## src/rtl/hazard_pkg.sv

```systemverilog
package hazard_pkg;

  localparam int unsigned INSN_W = 32;
  localparam int unsigned RF_AW  = 5;
  localparam int unsigned OPC_W  = 7;

  localparam logic [OPC_W-1:0] OPC_REGREG = 7'b0110011;
  localparam logic [OPC_W-1:0] OPC_STORE  = 7'b0100011;
  localparam logic [OPC_W-1:0] OPC_BRANCH = 7'b1100011;
  localparam logic [OPC_W-1:0] OPC_JAL    = 7'b1101111;
  localparam logic [OPC_W-1:0] OPC_JALR   = 7'b1100111;
  localparam logic [OPC_W-1:0] OPC_LUI    = 7'b0110111;
  localparam logic [OPC_W-1:0] OPC_AUIPC  = 7'b0010111;
  localparam logic [OPC_W-1:0] OPC_FENCE  = 7'b0001111;
  localparam logic [OPC_W-1:0] OPC_SYSTEM = 7'b1110011;

  // funct3 values of the CSR forms carrying a 5-bit constant
  localparam logic [2:0] F3_CSR_IMM_W = 3'b101;
  localparam logic [2:0] F3_CSR_IMM_S = 3'b110;
  localparam logic [2:0] F3_CSR_IMM_C = 3'b111;

  localparam int unsigned NUM_SRC = 2;
  localparam int unsigned SRC_A   = 0;
  localparam int unsigned SRC_B   = 1;

  // producer slots, ordered from youngest to oldest
  localparam int unsigned NUM_PROD = 2;
  localparam int unsigned PROD_EX  = 0;
  localparam int unsigned PROD_MEM = 1;

  typedef struct packed {
    logic [RF_AW-1:0] idx;
    logic             used;
  } src_t;

  typedef struct packed {
    logic [RF_AW-1:0] rd;
    logic             wr_en;
    logic             is_load;
  } prod_t;

endpackage

```

## src/rtl/hz_src_decode.sv

```systemverilog
module hz_src_decode
  import hazard_pkg::*;
(
  input  logic [INSN_W-1:0] instr,
  output src_t              src [NUM_SRC],
  output logic              resolves_in_id
);

  logic [OPC_W-1:0] opc;
  logic [2:0]       f3;
  logic             csr_imm_form;
  logic             a_field_is_imm;
  logic             b_field_is_reg;
  logic             unused_fields;

  assign opc           = instr[6:0];
  assign f3            = instr[14:12];
  assign unused_fields = ^{instr[31:25], instr[11:7]};

  always_comb begin
    csr_imm_form = 1'b0;
    if (opc == OPC_SYSTEM) begin
      unique case (f3)
        F3_CSR_IMM_W, F3_CSR_IMM_S, F3_CSR_IMM_C: csr_imm_form = 1'b1;
        default:                                  csr_imm_form = 1'b0;
      endcase
    end
  end

  always_comb begin
    unique case (opc)
      OPC_JAL, OPC_LUI, OPC_AUIPC, OPC_FENCE: a_field_is_imm = 1'b1;
      default:                                a_field_is_imm = csr_imm_form;
    endcase
  end

  always_comb begin
    unique case (opc)
      OPC_REGREG, OPC_STORE, OPC_BRANCH: b_field_is_reg = 1'b1;
      default:                           b_field_is_reg = 1'b0;
    endcase
  end

  always_comb begin
    src[SRC_A].idx  = instr[19:15];
    src[SRC_A].used = ~a_field_is_imm;
    src[SRC_B].idx  = instr[24:20];
    src[SRC_B].used = b_field_is_reg;
  end

  assign resolves_in_id = (opc == OPC_BRANCH) || (opc == OPC_JALR);

endmodule

```

## src/rtl/hz_dep_match.sv

```systemverilog
module hz_dep_match
  import hazard_pkg::*;
(
  input  src_t  src [NUM_SRC],
  input  prod_t prod,
  output logic  hit
);

  logic prod_live;
  logic [NUM_SRC-1:0] src_hit;

  assign prod_live = prod.wr_en && (prod.rd != '0);

  for (genvar s = 0; s < NUM_SRC; s++) begin : g_src
    assign src_hit[s] = src[s].used && (src[s].idx == prod.rd);
  end

  assign hit = prod_live && (|src_hit);

endmodule

```

## src/rtl/hz_arbiter.sv

```systemverilog
module hz_arbiter
  import hazard_pkg::*;
(
  input  logic [NUM_PROD-1:0] hit,
  input  logic [NUM_PROD-1:0] load,
  input  logic                resolves_in_id,
  input  logic                jump_taken,
  output logic                stall,
  output logic                redirect_flush
);

  logic load_use;
  logic early_need;

  assign load_use = hit[PROD_EX] && load[PROD_EX];

  // a jump read in decode needs the youngest result, and any older load
  always_comb begin
    early_need = 1'b0;
    for (int p = 0; p < NUM_PROD; p++) begin
      if (p == PROD_EX) early_need = early_need | hit[p];
      else              early_need = early_need | (hit[p] & load[p]);
    end
  end

  assign stall          = load_use || (resolves_in_id && early_need);
  assign redirect_flush = jump_taken && !stall;

endmodule

```

## src/rtl/hazard_unit.sv

```systemverilog
module hazard_unit
  import hazard_pkg::*;
(
  input  logic [31:0] id_instr,
  input  logic        id_jump_taken,
  input  logic [4:0]  ex_rd,
  input  logic        ex_wr_en,
  input  logic        ex_is_load,
  input  logic [4:0]  mem_rd,
  input  logic        mem_wr_en,
  input  logic        mem_is_load,
  output logic        pc_hold,
  output logic        fd_hold,
  output logic        ex_bubble,
  output logic        fetch_flush
);

  src_t               src [NUM_SRC];
  prod_t              prod [NUM_PROD];
  logic [NUM_PROD-1:0] hit;
  logic [NUM_PROD-1:0] load;
  logic               resolves_in_id;
  logic               stall;

  always_comb begin
    prod[PROD_EX]  = '{rd: ex_rd,  wr_en: ex_wr_en,  is_load: ex_is_load};
    prod[PROD_MEM] = '{rd: mem_rd, wr_en: mem_wr_en, is_load: mem_is_load};
  end

  hz_src_decode u_dec (
    .instr          (id_instr),
    .src            (src),
    .resolves_in_id (resolves_in_id)
  );

  for (genvar p = 0; p < NUM_PROD; p++) begin : g_prod
    hz_dep_match u_match (
      .src  (src),
      .prod (prod[p]),
      .hit  (hit[p])
    );
    assign load[p] = prod[p].is_load;
  end

  hz_arbiter u_arb (
    .hit            (hit),
    .load           (load),
    .resolves_in_id (resolves_in_id),
    .jump_taken     (id_jump_taken),
    .stall          (stall),
    .redirect_flush (fetch_flush)
  );

  assign pc_hold   = stall;
  assign fd_hold   = stall;
  assign ex_bubble = stall;

endmodule

```

## config.mk

```make
export PLATFORM = sky130hd
export DESIGN_NAME = hazard_unit
export DESIGN_NICKNAME = d
export VERILOG_FILES = /design/src/rtl/hazard_pkg.sv /design/src/rtl/hz_src_decode.sv /design/src/rtl/hz_dep_match.sv /design/src/rtl/hz_arbiter.sv /design/src/rtl/hazard_unit.sv
export SDC_FILE = /design/constraint.sdc
export NUM_CORES = 1
export LEC_CHECK = 0
export BUFFER_PORTS_ARGS = -buffer_cell sky130_fd_sc_hd__buf_4
export CORE_AREA = 4 4 41 43
export DETAILED_ROUTE_END_ITERATION = 16
export DIE_AREA = 0 0 45 47
export GPL_ROUTABILITY_DRIVEN = 0
export PLACE_DENSITY_LB_ADDON = 0.3
export SLEW_MARGIN = 30
export SYNTH_ARGS = -nofsm -noshare
export SYNTH_HDL_FRONTEND = slang
export SYNTH_SLANG_ARGS = --single-unit
```

## constraint.sdc

```tcl
create_clock -name vclk -period 3.75
set_input_delay 0.75 -clock vclk [all_inputs]
set_output_delay 0.75 -clock vclk [all_outputs]
set_load 0.02 [all_outputs]
```

* After elaboration in Yosys (flattened, before gate mapping)
Cells that the tools add are included.
Cells by class: equality and inequality tests 16, multiply operators 0, shifts and indexed selects 0, bitwise gates (word level) 3, add/sub/neg operators 0, reduce and logical (&&, ||, !) cells 21, mux-type cells 4, order comparisons 0, div/mod/pow operators 0
Operators by type and width (count):
- == test 7 bit (second input constant) | 4
- == test 7 x 6 -> 1 bit (second input constant) | 3
- == test 5 bit | 4
- logical AND 1 bit | 11
- nonzero test 5 bit | 2
- == test 3 bit (second input constant) | 3
- == test 7 x 4 -> 1 bit (second input constant) | 1
- == test 7 x 5 -> 1 bit (second input constant) | 1
- OR reduction 3 bit | 2
- 2-to-1 mux 1 bit | 4
- OR reduction 2 bit | 2
- OR reduction 4 bit | 1
- logical OR 1 bit | 2
- bitwise AND 1 bit | 1
- zero test 1 bit | 1
- inverter 1 bit | 1
- OR 1 bit | 1
Storage, ports and cells: output and inout bits 4, word-level logic and storage cells 44, latch bits 0, register bits 0, input port bits 47, memory bits (writable) 0, memories kept 0, ROM bits 0

* Longest topological paths before layout
Gate-level depths: netlist of the first run.
depth in word-level cells 15, depth in mapped cells 6, mapped depth without buffers 5

* Modules after synthesis
A second synthesis of the first run with hierarchy kept.
Unflattened totals: cell total of the unflattened synthesis 63, area, all modules 480.5 µm²
Modules (own cells, without submodules):
- hz_dep_match | cells each 17, seq. area each 0.0 µm², area each 133.9 µm², instances 2
- hz_src_decode | cells each 23, seq. area each 0.0 µm², area each 173.9 µm², instances 1
- hz_arbiter | cells each 4, seq. area each 0.0 µm², area each 23.8 µm², instances 1
- hazard_unit | cells each 2, seq. area each 0.0 µm², area each 15.0 µm², instances 1

* Worst setup path after synthesis of the first run
Ideal clock, no wire load.
kind input-to-output, start point input ex_rd[1], end point output fd_hold, data required time 3.000 ns, setup slack 0.973 ns, path buffers 1, stages 6, data arrival time 2.027 ns, cell sequence or4_4 -> o21ai_2 -> nor4_1 -> o22ai_1 -> nand2_1 -> buf_4
On the way: longest elaborated chain between the ends 7, elaborated cells on any way between the ends 12, classes of those cells eq/ne: 2; bitwise: 1; reduce/logical: 9
RTL lines:
- start, declared | line hazard_unit.sv:6 | input logic [4:0] ex_rd,
- == test 5 bit | line hz_dep_match.sv:15 | assign src_hit[s] = src[s].used && (src[s].idx == prod.rd);
- logical AND 1 bit | line hz_dep_match.sv:15
- OR reduction 2 bit | line hz_dep_match.sv:18 | assign hit = prod_live && (|src_hit);
- logical AND 1 bit * | line hz_dep_match.sv:18
- OR 1 bit | line hz_arbiter.sv:22 | else early_need = early_need | (hit[p] & load[p]);
- logical AND 1 bit | line hz_arbiter.sv:26 | assign stall = load_use || (resolves_in_id && early_need);
- logical OR 1 bit * | line hz_arbiter.sv:26
- end, declared | line hazard_unit.sv:13 | output logic fd_hold,
Mark *: on every way between the ends. The rest lies on a longest branch, timed or not.

* Worst setup path after layout of the first run
start point input mem_rd[0], end point output fetch_flush
On the way: longest elaborated chain between the ends 10, elaborated cells on any way between the ends 14, classes of those cells eq/ne: 2; bitwise: 2; reduce/logical: 10
RTL lines:
- start, declared | line hazard_unit.sv:9 | input logic [4:0] mem_rd,
- == test 5 bit | line hz_dep_match.sv:15
- logical AND 1 bit | line hz_dep_match.sv:15
- OR reduction 2 bit | line hz_dep_match.sv:18
- logical AND 1 bit * | line hz_dep_match.sv:18
- bitwise AND 1 bit * | line hz_arbiter.sv:22
- OR 1 bit * | line hz_arbiter.sv:22
- logical AND 1 bit * | line hz_arbiter.sv:26
- logical OR 1 bit * | line hz_arbiter.sv:26
- zero test 1 bit * | line hz_arbiter.sv:27 | assign redirect_flush = jump_taken && !stall;
- logical AND 1 bit * | line hz_arbiter.sv:27
- end, declared | line hazard_unit.sv:15 | output logic fetch_flush
Marks and branches as above.

==> results.cfg, run 1 <==
[status]
outcome = finished, final reports clean

[layout]
nets = 142
syn_to_final_growth_pct = 75.2
diodes = 0
design.seq.count = 0
multi_input_area_um2 = 379
drive_gt1_frac = 0.441
nFillCells = 143
register_area_um2 = 0
postLayoutCellArea_um2 = 691
clock_buffers = 0
layout.cells.non_filler = 108

[floorplan]
core_area_um2 = 1300
die_w_um = 45
initial_core_util = 0.303
die_h_um = 47
ios = 51
rows = 13
die-area_um2 = 2120

[sta]
worst_hold_slack_ps = 1830
final_max_slew_viol_count = 0
fmax_mhz = 346
tightest_slew_ps = 245
relSlewSlack = 0.835
fin_crit_ps = 2890
timing.setup.tns_ps = 0
rsz0062_at_grt = no
fin_crit_sh = 0.770
setup_violations = 0
final_hold_viol_count = 0

[setup_path]
worstPathArrival_ps = 2140
cp_top_family = simple AND/OR/NAND/NOR gates
cp-end-kind = output port
crit_buf_inv = 2
cp_data_required_time_ps = 3000
cp-start-kind = input pin
critPathMaxStageDelay_ps = 530
worst-path-max-fanout = 3
path_cells = buf_4 -> or4_1 -> nor2_1 -> nor4_1 -> o22ai_1 -> and3_1 -> buf_4
slowest_stage = or4_1
crit_type = in2out
cpMostUsedCell = buf_4

[global_routing]
grtUsageTotal = 0.127
grt_overflow = 0
grt_pass1_vias = 537
grt_first_pass_wirelength_mm = 2.13
grt_max_degree = 6
antenna_found_initial = 0

[power]
power_frac_seq = 0
powerDensity_nw_per_um2 = 104
peakVddDrop_mv = 0.0460
internal_power_uw = 43.8
power_uw = 71.7
p_leak_uw = 0.000297
switchingPower_uw = 27.9
p_comb_frac = 1.000
clkPwrFrac = 0
sw_frac_of_total = 0.389

[synth]
synth.avg_cell_area_um2 = 7.04
synth.distinct_cells = 20
yosysMostFrequentCell = xnor2_1
netlist_instances = 56
synth_top_area_cell = xnor2_1
netlist_area_um2 = 394
synth.area.top_cells = xnor2_1, xor2_1, nor4_1, a21oi_1, nand4_1
ys_seq_area_frac = 0
synth_common_cells = xnor2_1, a21oi_1, nand2_1, nor4_1
synth_top_area_frac = 0.400
synthesis.nets = 103
ys_warn_count = 0

[detailed_routing]
firstDrtPassIters = 2
drcViolationCount = 0
antenna_left = 0
vias = 543
wl_per_cell_um = 11.8
drtIter0Drc = 7
wirelength_mm = 1.27
drt-vias-per-instance = 5.03

[clock_network]
holdBufCountCts = 0
postCtsSetupBuffers = 0
ctsResizeCount = 0

[place]
place_hpwl_mm = 1.22
post-place-cells = 108
placed_cell_area_um2 = 691
port_buffers = 39

[run]
cap_violations = 0

[hold_path]
min_path_type = in2out
## power by group through the flow
stage | logic (µW) | clock network [µW] | registers [µW]
floorplan | 29.5 | 0 | 0
global placement | 70.8 | 0 | 0
detailed placement | 72.3 | 0 | 0
CTS | 72.4 | 0 | 0
global route | 79.1 | 0 | 0
finish | 71.7 | 0 | 0
## cell families (layout without fill, tap and decap cells)
family / Yosys count / count (layout) / synth area share
buf+inv: 2 / 39 / 0.0381
simple gates: 25 / 25 / 0.371
compound gates: 8 / 8 / 0.124
xor+xnor: 21 / 21 / 0.467
## final timing paths
check / from / to / slack, ps / depth (start not counted)
max: mem_rd[0] / fetch_flush / 860 / 7
min: id_jump_taken / fetch_flush / 1830 / 3
## stage by stage
step            util  worst slack [ps]
2_1_floorplan      -               973
3_3_place_gp   0.531               883
3_5_place_dp   0.531               861
4_1_cts        0.531               857
5_1_grt        0.531               747
6_report       0.531               863
## per-layer routing
metal,share of wire,track usage
met3,0.074,0.00766
met1,0.38,0.153
met2,0.55,0.260
met4,0,0
met5,0,0
## area by class of cell
| class | count | share of cell area |
|---|---|---|
| well taps | 15 | 0.0272 |
| repair buffers | 39 | 0.424 |
| multi-input cells | 54 | 0.549 |
## layout by cell type, fill, tap and decap left out, drive strengths merged, types with 2 or more instances in the layout
cell	netlist	layout
nand4	3	3
or4	2	2
buf	2	39
a21oi	4	4
nor4	4	4
nor2	3	3
nand2	4	4
nor2b	2	2
xor2	3	3
o21ai	2	2
nand3	3	3
xnor2	18	18
(Power assumes the default switching activity.)
==> inputs of run 2 (changes only) <==
==> constraint.sdc (replaced) <==
create_clock -name vclk -period 2.7
set_input_delay 0.54 -clock vclk [all_inputs]
set_output_delay 0.54 -clock vclk [all_outputs]
set_load 0.02 [all_outputs]
==> run 2 against run 1 <==
Against the previous run: combinational power up 39%; count of clock-buffer cells in the layout did not move; final area stayed put; utilization did not move; global-route usage increased by 0.079 points; largest power group unchanged; via count is 1.8% higher.
==> results.cfg, run 2 (synthesized netlist as in run 1, its figures left out) <==
[floorplan]
rows = 13
die_w_um = 45
core_area_um2 = 1300
die_h_um = 47
ios = 51
die-area_um2 = 2120
initial_core_util = 0.303

[setup_path]
worstPathArrival_ps = 1940
crit_buf_inv = 2
cpMostUsedCell = buf_4
cp-start-kind = input pin
path_cells = buf_4 -> or4_1 -> nor2_1 -> nor4_1 -> o22ai_1 -> and3_1 -> buf_4
cp_top_family = simple AND/OR/NAND/NOR gates
slowest_stage = or4_1
cp-end-kind = output port
crit_type = in2out
worst-path-max-fanout = 3
critPathMaxStageDelay_ps = 530
cp_data_required_time_ps = 2160

[global_routing]
grtUsageTotal = 0.128
grt_first_pass_wirelength_mm = 2.13
grt_pass1_vias = 534
grt_overflow = 0
antenna_found_initial = 0
grt_max_degree = 6

[layout]
syn_to_final_growth_pct = 75.2
register_area_um2 = 0
diodes = 0
layout_common_cells = buf_4, xnor2_1, a21oi_1, nand2_1, nor4_1
final_core_util = 0.531
postLayoutCellArea_um2 = 691
clock_buffers = 0
final_common_cell = buf_4
drive_gt1_frac = 0.441
design.seq.count = 0
layout.cells.non_filler = 108
nets = 142

[place]
place_hpwl_mm = 1.21
post-place-cells = 108
port_buffers = 39
placed_cell_area_um2 = 691

[power]
p_leak_uw = 0.000297
switchingPower_uw = 38.9
p_comb_frac = 1.000
power_frac_seq = 0
internal_power_uw = 60.9
sw_frac_of_total = 0.390
powerDensity_nw_per_um2 = 144
clkPwrFrac = 0
peakVddDrop_mv = 0.0630

[hold_path]
holdPathEnd = fetch_flush
worstHoldStart = id_jump_taken
hold_path_depth = 3
min_path_type = in2out

[sta]
fin_crit_ps = 2480
setup_violations = 0
fmax_mhz = 404
relSlewSlack = 0.835
timing.setup.tns_ps = 0
final_hold_viol_count = 0
final_max_slew_viol_count = 0
tightest_slew_ps = 245
fin_crit_sh = 0.917
rsz0062_at_grt = no

[clock_network]
postCtsSetupBuffers = 0
ctsResizeCount = 0
holdBufCountCts = 0

[detailed_routing]
firstDrtPassIters = 4
drt-vias-per-instance = 5.12
wirelength_mm = 1.28
antenna_left = 0
vias = 553
drcViolationCount = 0
drtIter0Drc = 7
wl_per_cell_um = 11.8

[status]
outcome = finished, final reports clean

[run]
cap_violations = 0
run 2: how the worst max path moves through the flow:
stage,slack [ps],end,from,cells past startpoint
after floorplan,340,fd_hold,ex_rd[1],6
after global placement,250,fetch_flush,ex_rd[1],7
after detailed placement,230,fetch_flush,ex_rd[1],7
after CTS,230,fetch_flush,ex_rd[1],7
after global routing,110,fetch_flush,mem_rd[0],7
final,220,fetch_flush,mem_rd[0],7
run 2: area by class of cell:
| cell class | instances | area [µm²] |
|---|---|---|
| multi-input combinational | 54 | 379 |
| fill | 145 | 611 |
| tap | 15 | 18.8 |
| timing repair buffer | 39 | 293 |
run 2: worst min-delay path: cells and delay by family:
| family | cells | cell delay [ps] |
|---|---|---|
| buffers and inverters | 2 | 200 |
| AND/OR/NAND/NOR | 1 | 130 |
run 2: per-stage QoR:
stage	total power [µW]	hold WS [ps]	setup slack, ps
2_1_floorplan	41.0	1270	343
3_3_place_gp	98.3	1410	253
3_5_place_dp	100	1410	229
4_1_cts	101	1410	225
5_1_grt	110	1440	111
6_report	99.7	1410	225
run 2: per-layer routing:
layer  wire length [µm]  vias up  track usage
li1                   -      277            -
met1                487      256        0.157
met2                697       20        0.260
met3                 94        0      0.00383
met4                  0        0            0
met5                  0        -            0
run 2: power groups by stage:
stage | Combinational, µW | Clock (µW) | Sequential (µW)
after floorplan | 41.0 | 0 | 0
after global placement | 98.3 | 0 | 0
final | 99.7 | 0 | 0
after CTS | 101 | 0 | 0
after detailed placement | 100 | 0 | 0
after global routing | 110 | 0 | 0
